[src/rtl/irq_vc_pkg.sv]
package irq_vc_pkg;
  localparam int NMI_SRCS = 3;

  typedef enum logic [1:0] {
    SRC_NMI    = 2'd0,
    SRC_SINGLE = 2'd1,
    SRC_MULTI  = 2'd2
  } src_kind_e;

  // Flag index layout: [0..2] non-maskable class, then single, then multi group
  function automatic src_kind_e kind_of(input int idx, input int ns);
    if (idx < NMI_SRCS) return SRC_NMI;
    if (idx < NMI_SRCS + ns) return SRC_SINGLE;
    return SRC_MULTI;
  endfunction
endpackage

[src/rtl/irq_flag_bank.sv]
module irq_flag_bank
  import irq_vc_pkg::*;
#(
  parameter int NS = 4,
  parameter int NM = 3
) (
  input  logic                                  clk,
  input  logic                                  rst_n,
  input  logic [NMI_SRCS+NS+NM-1:0]             evt,
  input  logic [NMI_SRCS+NS+NM-1:0]             sw_set,
  input  logic [NMI_SRCS+NS+NM-1:0]             sw_clr,
  input  logic                                  en_wr,
  input  logic [NMI_SRCS+NS+NM-1:0]             en_data,
  input  logic                                  ack_fire,
  input  logic [$clog2(NS+2)-1:0]               ack_vec,
  output logic [NMI_SRCS+NS+NM-1:0]             flags,
  output logic [NMI_SRCS+NS+NM-1:0]             enables
);
  localparam int N  = NMI_SRCS + NS + NM;
  localparam int VW = $clog2(NS + 2);

  logic nmi_take;
  assign nmi_take = ack_fire && (ack_vec == '0);

  for (genvar i = 0; i < N; i++) begin : g_src
    localparam src_kind_e KIND = kind_of(i, NS);
    logic auto_clr;
    logic f_q;
    logic e_q;

    if (KIND == SRC_SINGLE) begin : g_auto
      assign auto_clr = ack_fire && (ack_vec == VW'(i - NMI_SRCS + 1));
    end else begin : g_keep
      assign auto_clr = 1'b0;
    end

    always_ff @(posedge clk or negedge rst_n) begin
      if (!rst_n) f_q <= 1'b0;
      else        f_q <= evt[i] | sw_set[i] | (f_q & ~sw_clr[i] & ~auto_clr);
    end

    if (KIND == SRC_NMI) begin : g_en_nmi
      always_ff @(posedge clk or negedge rst_n) begin
        if (!rst_n)        e_q <= 1'b0;
        else if (nmi_take) e_q <= 1'b0;
        else if (en_wr)    e_q <= en_data[i];
      end
    end else begin : g_en_mask
      always_ff @(posedge clk or negedge rst_n) begin
        if (!rst_n)     e_q <= 1'b0;
        else if (en_wr) e_q <= en_data[i];
      end
    end

    assign flags[i]   = f_q;
    assign enables[i] = e_q;
  end
endmodule

[src/rtl/irq_prio_arb.sv]
module irq_prio_arb
  import irq_vc_pkg::*;
#(
  parameter int NS = 4,
  parameter int NM = 3
) (
  input  logic                          clk,
  input  logic                          rst_n,
  input  logic [NMI_SRCS+NS+NM-1:0]     flags,
  input  logic [NMI_SRCS+NS+NM-1:0]     enables,
  input  logic                          gie,
  input  logic                          ack_fire,
  output logic                          irq_valid,
  output logic [$clog2(NS+2)-1:0]       irq_vec
);
  localparam int NV    = NS + 2;
  localparam int VW    = $clog2(NV);
  localparam int MS_LO = NMI_SRCS + NS;

  logic [NV-1:0] req;
  logic [VW-1:0] pick;

  always_comb begin
    req[0] = |(flags[NMI_SRCS-1:0] & enables[NMI_SRCS-1:0]);
    for (int k = 0; k < NS; k++)
      req[1+k] = gie & flags[NMI_SRCS+k] & enables[NMI_SRCS+k];
    req[NV-1] = gie & (|(flags[MS_LO +: NM] & enables[MS_LO +: NM]));
  end

  always_comb begin
    pick = '0;
    for (int v = NV - 1; v >= 0; v--)
      if (req[v]) pick = VW'(v);
  end

  always_ff @(posedge clk or negedge rst_n) begin
    if (!rst_n) begin
      irq_valid <= 1'b0;
      irq_vec   <= '0;
    end else begin
      irq_valid <= ack_fire ? 1'b0 : (|req);
      irq_vec   <= pick;
    end
  end
endmodule

[src/rtl/irq_gie_stack.sv]
module irq_gie_stack #(
  parameter int DEPTH = 8
) (
  input  logic clk,
  input  logic rst_n,
  input  logic ack_fire,
  input  logic ret,
  input  logic sw_wr,
  input  logic sw_data,
  output logic gie,
  output logic stk_ovf
);
  localparam int AW = (DEPTH > 1) ? $clog2(DEPTH) : 1;
  localparam int DW = $clog2(DEPTH + 1);

  logic [DEPTH-1:0] stk;
  logic [DW-1:0]    depth;
  logic             full;
  logic             empty;

  assign full  = (depth == DW'(DEPTH));
  assign empty = (depth == '0);

  always_ff @(posedge clk or negedge rst_n) begin
    if (!rst_n) begin
      gie     <= 1'b0;
      stk     <= '0;
      depth   <= '0;
      stk_ovf <= 1'b0;
    end else if (ack_fire) begin
      gie <= 1'b0;
      if (full) begin
        stk_ovf <= 1'b1;
      end else begin
        stk[AW'(depth)] <= gie;
        depth           <= depth + 1'b1;
      end
    end else if (ret) begin
      if (!empty) begin
        gie   <= stk[AW'(depth - 1'b1)];
        depth <= depth - 1'b1;
      end
    end else if (sw_wr) begin
      gie <= sw_data;
    end
  end
endmodule

[src/rtl/irq_vec_ctrl.sv]
module irq_vec_ctrl
  import irq_vc_pkg::*;
#(
  parameter int NS    = 4,
  parameter int NM    = 3,
  parameter int DEPTH = 8
) (
  input  logic                          clk,
  input  logic                          rst_n,
  input  logic [NMI_SRCS-1:0]           evt_nmi,
  input  logic [NS-1:0]                 evt_single,
  input  logic [NM-1:0]                 evt_multi,
  input  logic [NMI_SRCS+NS+NM-1:0]     sw_flag_set,
  input  logic [NMI_SRCS+NS+NM-1:0]     sw_flag_clr,
  input  logic                          sw_en_wr,
  input  logic [NMI_SRCS+NS+NM-1:0]     sw_en_data,
  input  logic                          sw_gie_wr,
  input  logic                          sw_gie_data,
  input  logic                          irq_ack,
  input  logic                          irq_ret,
  output logic                          irq_valid,
  output logic [$clog2(NS+2)-1:0]       irq_vec,
  output logic                          gie,
  output logic [NMI_SRCS+NS+NM-1:0]     flags,
  output logic [NMI_SRCS+NS+NM-1:0]     enables,
  output logic                          stk_ovf
);
  localparam int N = NMI_SRCS + NS + NM;

  logic [N-1:0] evt_all;
  logic         ack_fire;

  assign evt_all  = {evt_multi, evt_single, evt_nmi};
  assign ack_fire = irq_ack & irq_valid;

  irq_flag_bank #(.NS(NS), .NM(NM)) u_bank (
    .clk      (clk),
    .rst_n    (rst_n),
    .evt      (evt_all),
    .sw_set   (sw_flag_set),
    .sw_clr   (sw_flag_clr),
    .en_wr    (sw_en_wr),
    .en_data  (sw_en_data),
    .ack_fire (ack_fire),
    .ack_vec  (irq_vec),
    .flags    (flags),
    .enables  (enables)
  );

  irq_prio_arb #(.NS(NS), .NM(NM)) u_arb (
    .clk       (clk),
    .rst_n     (rst_n),
    .flags     (flags),
    .enables   (enables),
    .gie       (gie),
    .ack_fire  (ack_fire),
    .irq_valid (irq_valid),
    .irq_vec   (irq_vec)
  );

  irq_gie_stack #(.DEPTH(DEPTH)) u_gie (
    .clk      (clk),
    .rst_n    (rst_n),
    .ack_fire (ack_fire),
    .ret      (irq_ret),
    .sw_wr    (sw_gie_wr),
    .sw_data  (sw_gie_data),
    .gie      (gie),
    .stk_ovf  (stk_ovf)
  );
endmodule

[config.mk]
export PLATFORM = sky130hd
export DESIGN_NAME = irq_vec_ctrl
export DESIGN_NICKNAME = d
export VERILOG_FILES = /design/src/rtl/irq_vc_pkg.sv /design/src/rtl/irq_flag_bank.sv /design/src/rtl/irq_prio_arb.sv /design/src/rtl/irq_gie_stack.sv /design/src/rtl/irq_vec_ctrl.sv
export SDC_FILE = /design/constraint.sdc
export NUM_CORES = 1
export LEC_CHECK = 0
export ABC_AREA = 1
export BUFFER_PORTS_ARGS = -buffer_cell sky130_fd_sc_hd__buf_2
export CORE_AREA = 2 2 75 77
export CTS_CLUSTER_SIZE = 12
export DETAILED_ROUTE_END_ITERATION = 6
export DIE_AREA = 0 0 77 79
export PLACE_DENSITY_LB_ADDON = 0.25
export SYNTH_ARGS = -nofsm -noshare
export SYNTH_HDL_FRONTEND = slang
export SYNTH_SLANG_ARGS = --single-unit
[constraint.sdc]
create_clock -name clk -period 2 [get_ports clk]
set_input_delay 0.1 -clock clk [delete_from_list [all_inputs] [get_ports clk]]
set_output_delay 0.1 -clock clk [all_outputs]
set_load 0.1 [all_outputs]
# After elaboration in Yosys (flattened, before gate mapping)
# Cells that the tools add are included.
dict set report word_totals {
  ff_bits 38
  latchBits 0
  ramBits 0
  mem_bits_ro 0
  output_inout_bits 26
  mem_count 0
}
dict set report op_classes {
  addsub 2
  multipliers 0
  div_mod_pow 0
  magnitude_cmp 3
  n_eq_ne 8
  n_shift 0
  n_mux 26
  bitwise 61
  n_reduce_logical 18
}
# operator n
set op_table {}
lappend op_table {{AND 1 bit} 24}
lappend op_table {{OR 1 bit} 20}
lappend op_table {{two-way mux 3 bit} 6}
lappend op_table {{two-way mux 4 bit} 4}
lappend op_table {{NOT 1 bit} 15}
lappend op_table {{two-way mux 1 bit} 13}
lappend op_table {{bitwise mux 8 bit} 1}
lappend op_table {{< comparator 3 x 4 -> 1 bit, second input constant} 2}
lappend op_table {{OR reduction 8 bit} 1}
lappend op_table {{AND 3 bit} 2}
lappend op_table {{== test 3 x 2 -> 1 bit, second input constant} 2}
lappend op_table {{logical AND 1 bit} 6}
lappend op_table {{AND reduction 2 bit} 3}
lappend op_table {{OR reduction 3 bit} 2}
lappend op_table {{adder 4 x 1 -> 4 bit, second input constant} 1}
lappend op_table {{== test 4 bit, second input constant} 1}
lappend op_table {{zero test 4 bit} 1}
lappend op_table {{inequality test 2 bit, second input constant} 2}
lappend op_table {{nonzero test 2 bit} 2}
lappend op_table {{subtractor 4 x 1 -> 4 bit, second input constant} 1}
lappend op_table {{binary-select mux 1 bit (select 3 bit)} 1}
lappend op_table {{demux 1 bit (select 3 bit)} 1}
lappend op_table {{== test 3 x 1 -> 1 bit, second input constant} 1}
lappend op_table {{== test 3 bit, second input constant} 1}
lappend op_table {{5 further kinds} 5}

# Logic depth before layout (Yosys ltp)
dict set report logic_depth {
  ltp_word 9
  mapped_depth 9
  ltp_nobuf 8
}

# Modules after synthesis
# From an unflattened synthesis, not the netlist that was laid out.
dict set report unflattened {
  hier_cells 282
  hier_area_um2 2155.8
}
# module n_inst cells_per_inst area_per_inst_um2
set modules_own_cells {}
lappend modules_own_cells {irq_flag_bank 1 132 1028.5}
lappend modules_own_cells {irq_gie_stack 1 117 877.1}
lappend modules_own_cells {irq_prio_arb 1 31 242.7}
lappend modules_own_cells {irq_vec_ctrl 1 2 7.5}

# Least setup slack after synthesis
# Ideal clock, no wire load.
dict set report synth_path {
  path_kind {flip-flop to flip-flop}
  start {register u_arb.irq_valid}
  end {register u_gie.depth[1]}
  setup_time_ns 0.121
  arrival_ns 1.742
  t_required_ns 1.879
  setup_slack_ns 0.136
  stages_incl_launch_ff 8
  n_path_buf 0
  synth_period_minus_slack_ns 1.864
  cell_sequence {dfrtp_1 > nand2_1 > inv_2 > nand2_4 > a21boi_4 > inv_2 > nand2_1 > o21ai_2}
}
dict set report synth_between {
  elab_chain_cells 3
}
# item line
set synth_rtl {}
lappend synth_rtl {{start: declaration} irq_prio_arb.sv:13} ;# output logic irq_valid,
lappend synth_rtl {{start signal: assignment} irq_prio_arb.sv:41} ;# irq_valid <= ack_fire ? 1'b0 : (|req);
lappend synth_rtl {{AND 1 bit (*)} irq_vec_ctrl.sv:34} ;# assign ack_fire = irq_ack & irq_valid;
lappend synth_rtl {{inequality test 2 bit (no line) or nonzero test 2 bit (tied branches)} --}
lappend synth_rtl {{AND reduction 3 bit (no line)} --}
lappend synth_rtl {{end signal: assignment} irq_gie_stack.sv:36} ;# depth <= depth + 1'b1;
lappend synth_rtl {{end signal: assignment} irq_gie_stack.sv:41} ;# depth <= depth - 1'b1;
lappend synth_rtl {{end: declaration} irq_gie_stack.sv:17} ;# logic [DW-1:0] depth;
# Mark *: on every way between the ends. The rest lies on a longest branch, timed or not.
# A chain may end at the register's enable or synchronous reset.

# Worst setup path after layout
dict set report layout_path {
  start {register u_gie.depth[0]}
  end {register u_gie.depth[1]}
}
dict set report layout_between {
  elab_chain_cells 4
}
# item line
set layout_rtl {}
lappend layout_rtl {{subtractor 4 x 1 -> 4 bit} --}
lappend layout_rtl {{two-way mux 4 bit} irq_gie_stack.sv:39} ;# if (!empty) begin
lappend layout_rtl {{two-way mux 4 bit} irq_gie_stack.sv:38} ;# end else if (ret) begin
lappend layout_rtl {{two-way mux 4 bit} irq_gie_stack.sv:30} ;# end else if (ack_fire) begin
# Several ways; a longest one is shown, not always the timed one. The select of a mux whose other input is x is not followed.

==> reports/qor.txt <==
STATUS
-------------------------------------------------------------------------------------------------
Outcome ............................................................................ complete, no violations

PWR
-------------------------------------------------------------------------------------------------
Worst voltage drop across the vdd grid .............................................    0.7938 mV
Leakage ............................................................................     1.415 nW
Tot Pwr ............................................................................     3.854 mW
Pwr/cell area ......................................................................  1463 mW/mm2

SETUP PATH
-------------------------------------------------------------------------------------------------
Largest fanout of any net on the critical path .....................................           11
CP Data Arrival Time ...............................................................      1.86 ns
Type of the worst setup path ....................................................... register to register
Category of the worst setup path capture point .....................................     register
Worst flop-to-flop path endpoint ................................................... u_gie.depth[1]
Critical path startpoint category ..................................................     register
Register-to-register path setup slack ..............................................      0.32 ns
Reg-to-reg critical path startpoint ................................................ u_gie.depth[0]
Worst r2r path cells ...............................................................            8
Worst EP required ..................................................................      2.18 ns

HOLD PATH
-------------------------------------------------------------------------------------------------
Hold wc startpoint ................................................................. evt_multi[1]
Worst Hold End ..................................................................... u_bank.g_src[8].f_q
Class of the most critical hold timing path ........................................ input port to register
Worst Hold Depth ...................................................................            3

DRT
-------------------------------------------------------------------------------------------------
Wire length per cell after detailed routing ........................................     11.40 um
Pre-antenna DRT Iters ..............................................................            4
Count of antenna-violating nets left after detailed routing ........................            0
Ratio of routed vias to standard cells .............................................        4.483
WL final ...........................................................................      4584 um
Remaining design rule violation count ..............................................            0
Via count ..........................................................................         1802
DR iter-0 viols ....................................................................           54

YOSYS
-------------------------------------------------------------------------------------------------
Syn avg cell area ..................................................................    8.016 um2
Number of distinct library cell variants in the gate-level netlist after synthesis .           31
Area leader, netlist ...............................................................      dfrtp_1
Post-synthesis net count ...........................................................          308
Fraction of synthesized cell area taken by the top area cell type ..................       45.98%
Seq cells post-synth ...............................................................           38
Largest cells by area after synthesis .............................................. dfrtp_1 46%, nand2_1 13%, buf_4 8.0%
Number of synthesized flops with an enable pin .....................................            0
Yosys warning count ................................................................            0
Synthesized cell area .............................................................. 0.002068 mm2
Post-synth top flop ................................................................      dfrtp_1
Instance count of the mapped netlist ...............................................          258
Most frequent cells after synthesis ................................................ 69 x nand2_1, 38 x dfrtp_1, 28 x inv_1
Fraction of synthesis flops using an asynchronous set or reset pin .................       100.0%
Top-count cell post-synth ..........................................................      nand2_1
Sequential-to-total area share from yosys stat .....................................       45.98%

STA
-------------------------------------------------------------------------------------------------
Max Freq ...........................................................................   0.5945 GHz
RSZ-0062 raised after global routing ...............................................           no
WHS ................................................................................  0.006235 ns
Max Transition Viols Final .........................................................            0
Min Clock Period, post-route .......................................................     1.682 ns
Transition time at the pin with the least slew margin ..............................    0.8497 ns
Headroom to the max-slew limit .....................................................       43.35%
Final count of negative-setup-slack endpoints ......................................            0
Final total negative setup slack ...................................................         0 ns
Portion of the clock cycle consumed by the worst path in the final layout ..........       84.10%
Final hold violation count .........................................................            0
Worst setup skew after layout ......................................................  0.009093 ns

FINISH
-------------------------------------------------------------------------------------------------
Antenna diode instance count .......................................................            0
Fraction of final layout cells with drive strength greater than 1 ..................       28.18%
Post-route cell area ............................................................... 0.002634 mm2
Signed area change from the synthesized netlist to the final layout ................       27.34%
Utilization after layout ...........................................................       49.34%
Number of nets at the end of the flow ..............................................          379

FLOORPLANNING
-------------------------------------------------------------------------------------------------
Starting utilization of the core area ..............................................       38.75%
Core area .......................................................................... 0.005338 mm2
Die outline height .................................................................        79 um
Boundary Pins ......................................................................           73
Die area ........................................................................... 0.006083 mm2
Num rows ...........................................................................           27
Die X ..............................................................................        77 um

PLACED DESIGN
-------------------------------------------------------------------------------------------------
Detailed Place HPWL ................................................................      3468 um
DP Area ............................................................................ 0.002346 mm2
Number of buffer cells added on primary ports ......................................           72
Routability Congestion .............................................................       0.7485

GRT
-------------------------------------------------------------------------------------------------
Via count of the first global-routing pass .........................................         1739
Number of antenna violations at the first check in global routing ..................            0
Total gr overflow ..................................................................            0
Wire length of the first global-routing pass .......................................      7583 um
Global routing usage summed across all routing layers ..............................       15.78%
Maximum number of pins on one net before global-route repair .......................           39

CLOCKING
-------------------------------------------------------------------------------------------------
TritonCTS clock tree ...............................................................         done
Maximum level of the CTS H-tree ....................................................            2
Total CTS buffers ..................................................................            5
Sink Count .........................................................................           38
Bufs on Longest Clock Path .........................................................            2
Clock-pin transition on the worst setup and hold timing paths ......................      0.08 ns
CTS root buf .......................................................................     clkbuf_8
Clock insertion delay at the later pin of the skew report ..........................      0.29 ns

FLOW RUN
-------------------------------------------------------------------------------------------------
Max-cap viol count .................................................................            0

==> where the power goes <==
part | switching [mW] | internal (mW)
registers | 0.222 | 0.972
logic | 1.38 | 0.503
clock network | 0.281 | 0.500
==> layout by cell type, fill, tap and decap left out, types with 4 or more instances in the layout <==
cell type      synthesis  final
a21oi_1                5      5
a31oi_1                5      5
buf_2                  0     72
clkbuf_8               0      5
dfrtp_1               38     38
dlygate4sd3_1          0     15
inv_1                 28     28
nand2_1               69     69
nand3_1               18     18
nor2_1                24     24
o21ai_0               12     12
xor2_1                 4      4
==> cells by family (layout without fill, tap and decap cells) <==
family | after synthesis | in the layout | synth area share [%]
simple gates | 124 | 124 | 25.89
compound gates | 30 | 30 | 8.833
xor+xnor | 6 | 6 | 2.541
fa+ha+maj | 3 | 3 | 1.815
flops | 38 | 38 | 45.98
buf+inv | 57 | 129 | 14.94
==> repair_timing <==
item,4_1_cts,5_1_grt
endpoints found under the setup margin,0,0
hold buffers,15,0
gates resized for setup,0,0
endpoints found under the hold margin,48,0
buffers inserted,0,0
==> per-layer routing <==
layer	GRT usage, %	vias up	part of all wire (%)
li1	-	935	-
met1	17.80	817	42
met2	29.39	46	52
met3	4.318	4	4.4
met4	4.286	0	1.0
met5	0	-	0
==> flip-flops by register name, indices dropped and copies added, names as in the netlist <==
register          cells
u_bank.g_src.e_q     10
u_gie.stk             8
u_gie.depth           4
u_arb.irq_valid       1
u_arb.irq_vec         3
u_gie.stk_ovf         1
u_bank.g_src.f_q     10
u_gie.gie             1
==> worst max-delay path: stages (launching register included) <==
cell and delay [ns]:
dfrtp_1 0.58, inv_4 0.13, ha_1 0.26, nand3_2 0.11, nand2_4 0.07, a21boi_4 0.22
inv_2 0.07, nand2_1 0.07, o21ai_2 0.05
==> final cells by class <==
type / count / area [um2]
clock buffers: 5 / 68.82
clock inverters: 3 / 68.82
fillers: 546 / 2704
inverters: 33 / 128.9
multi-input cells: 163 / 808.3
flip-flops and latches: 38 / 950.9
well taps: 72 / 90.09
repair buffers: 88 / 518.0
==> per-stage QoR <==
stage	setup slack, ns	cells
5_1_grt	0.1596	402
6_report	0.3179	402
4_1_cts	0.3033	402
3_5_place_dp	0.3105	379
2_1_floorplan	0.1365	258
3_3_place_gp	0.3889	379
==> worst max-delay path by stage <==
stage	to	start	slack, ns
2_1_floorplan	u_gie.depth[1]	u_arb.irq_valid	0.14
3_3_place_gp	u_gie.depth[1]	u_gie.depth[0]	0.39
3_5_place_dp	u_gie.depth[1]	u_gie.depth[0]	0.31
4_1_cts	u_gie.depth[1]	u_gie.depth[0]	0.30
5_1_grt	u_gie.depth[1]	u_gie.depth[0]	0.16
6_report	u_gie.depth[1]	u_gie.depth[0]	0.32
Note: power is estimated with default switching activity, not from simulation.
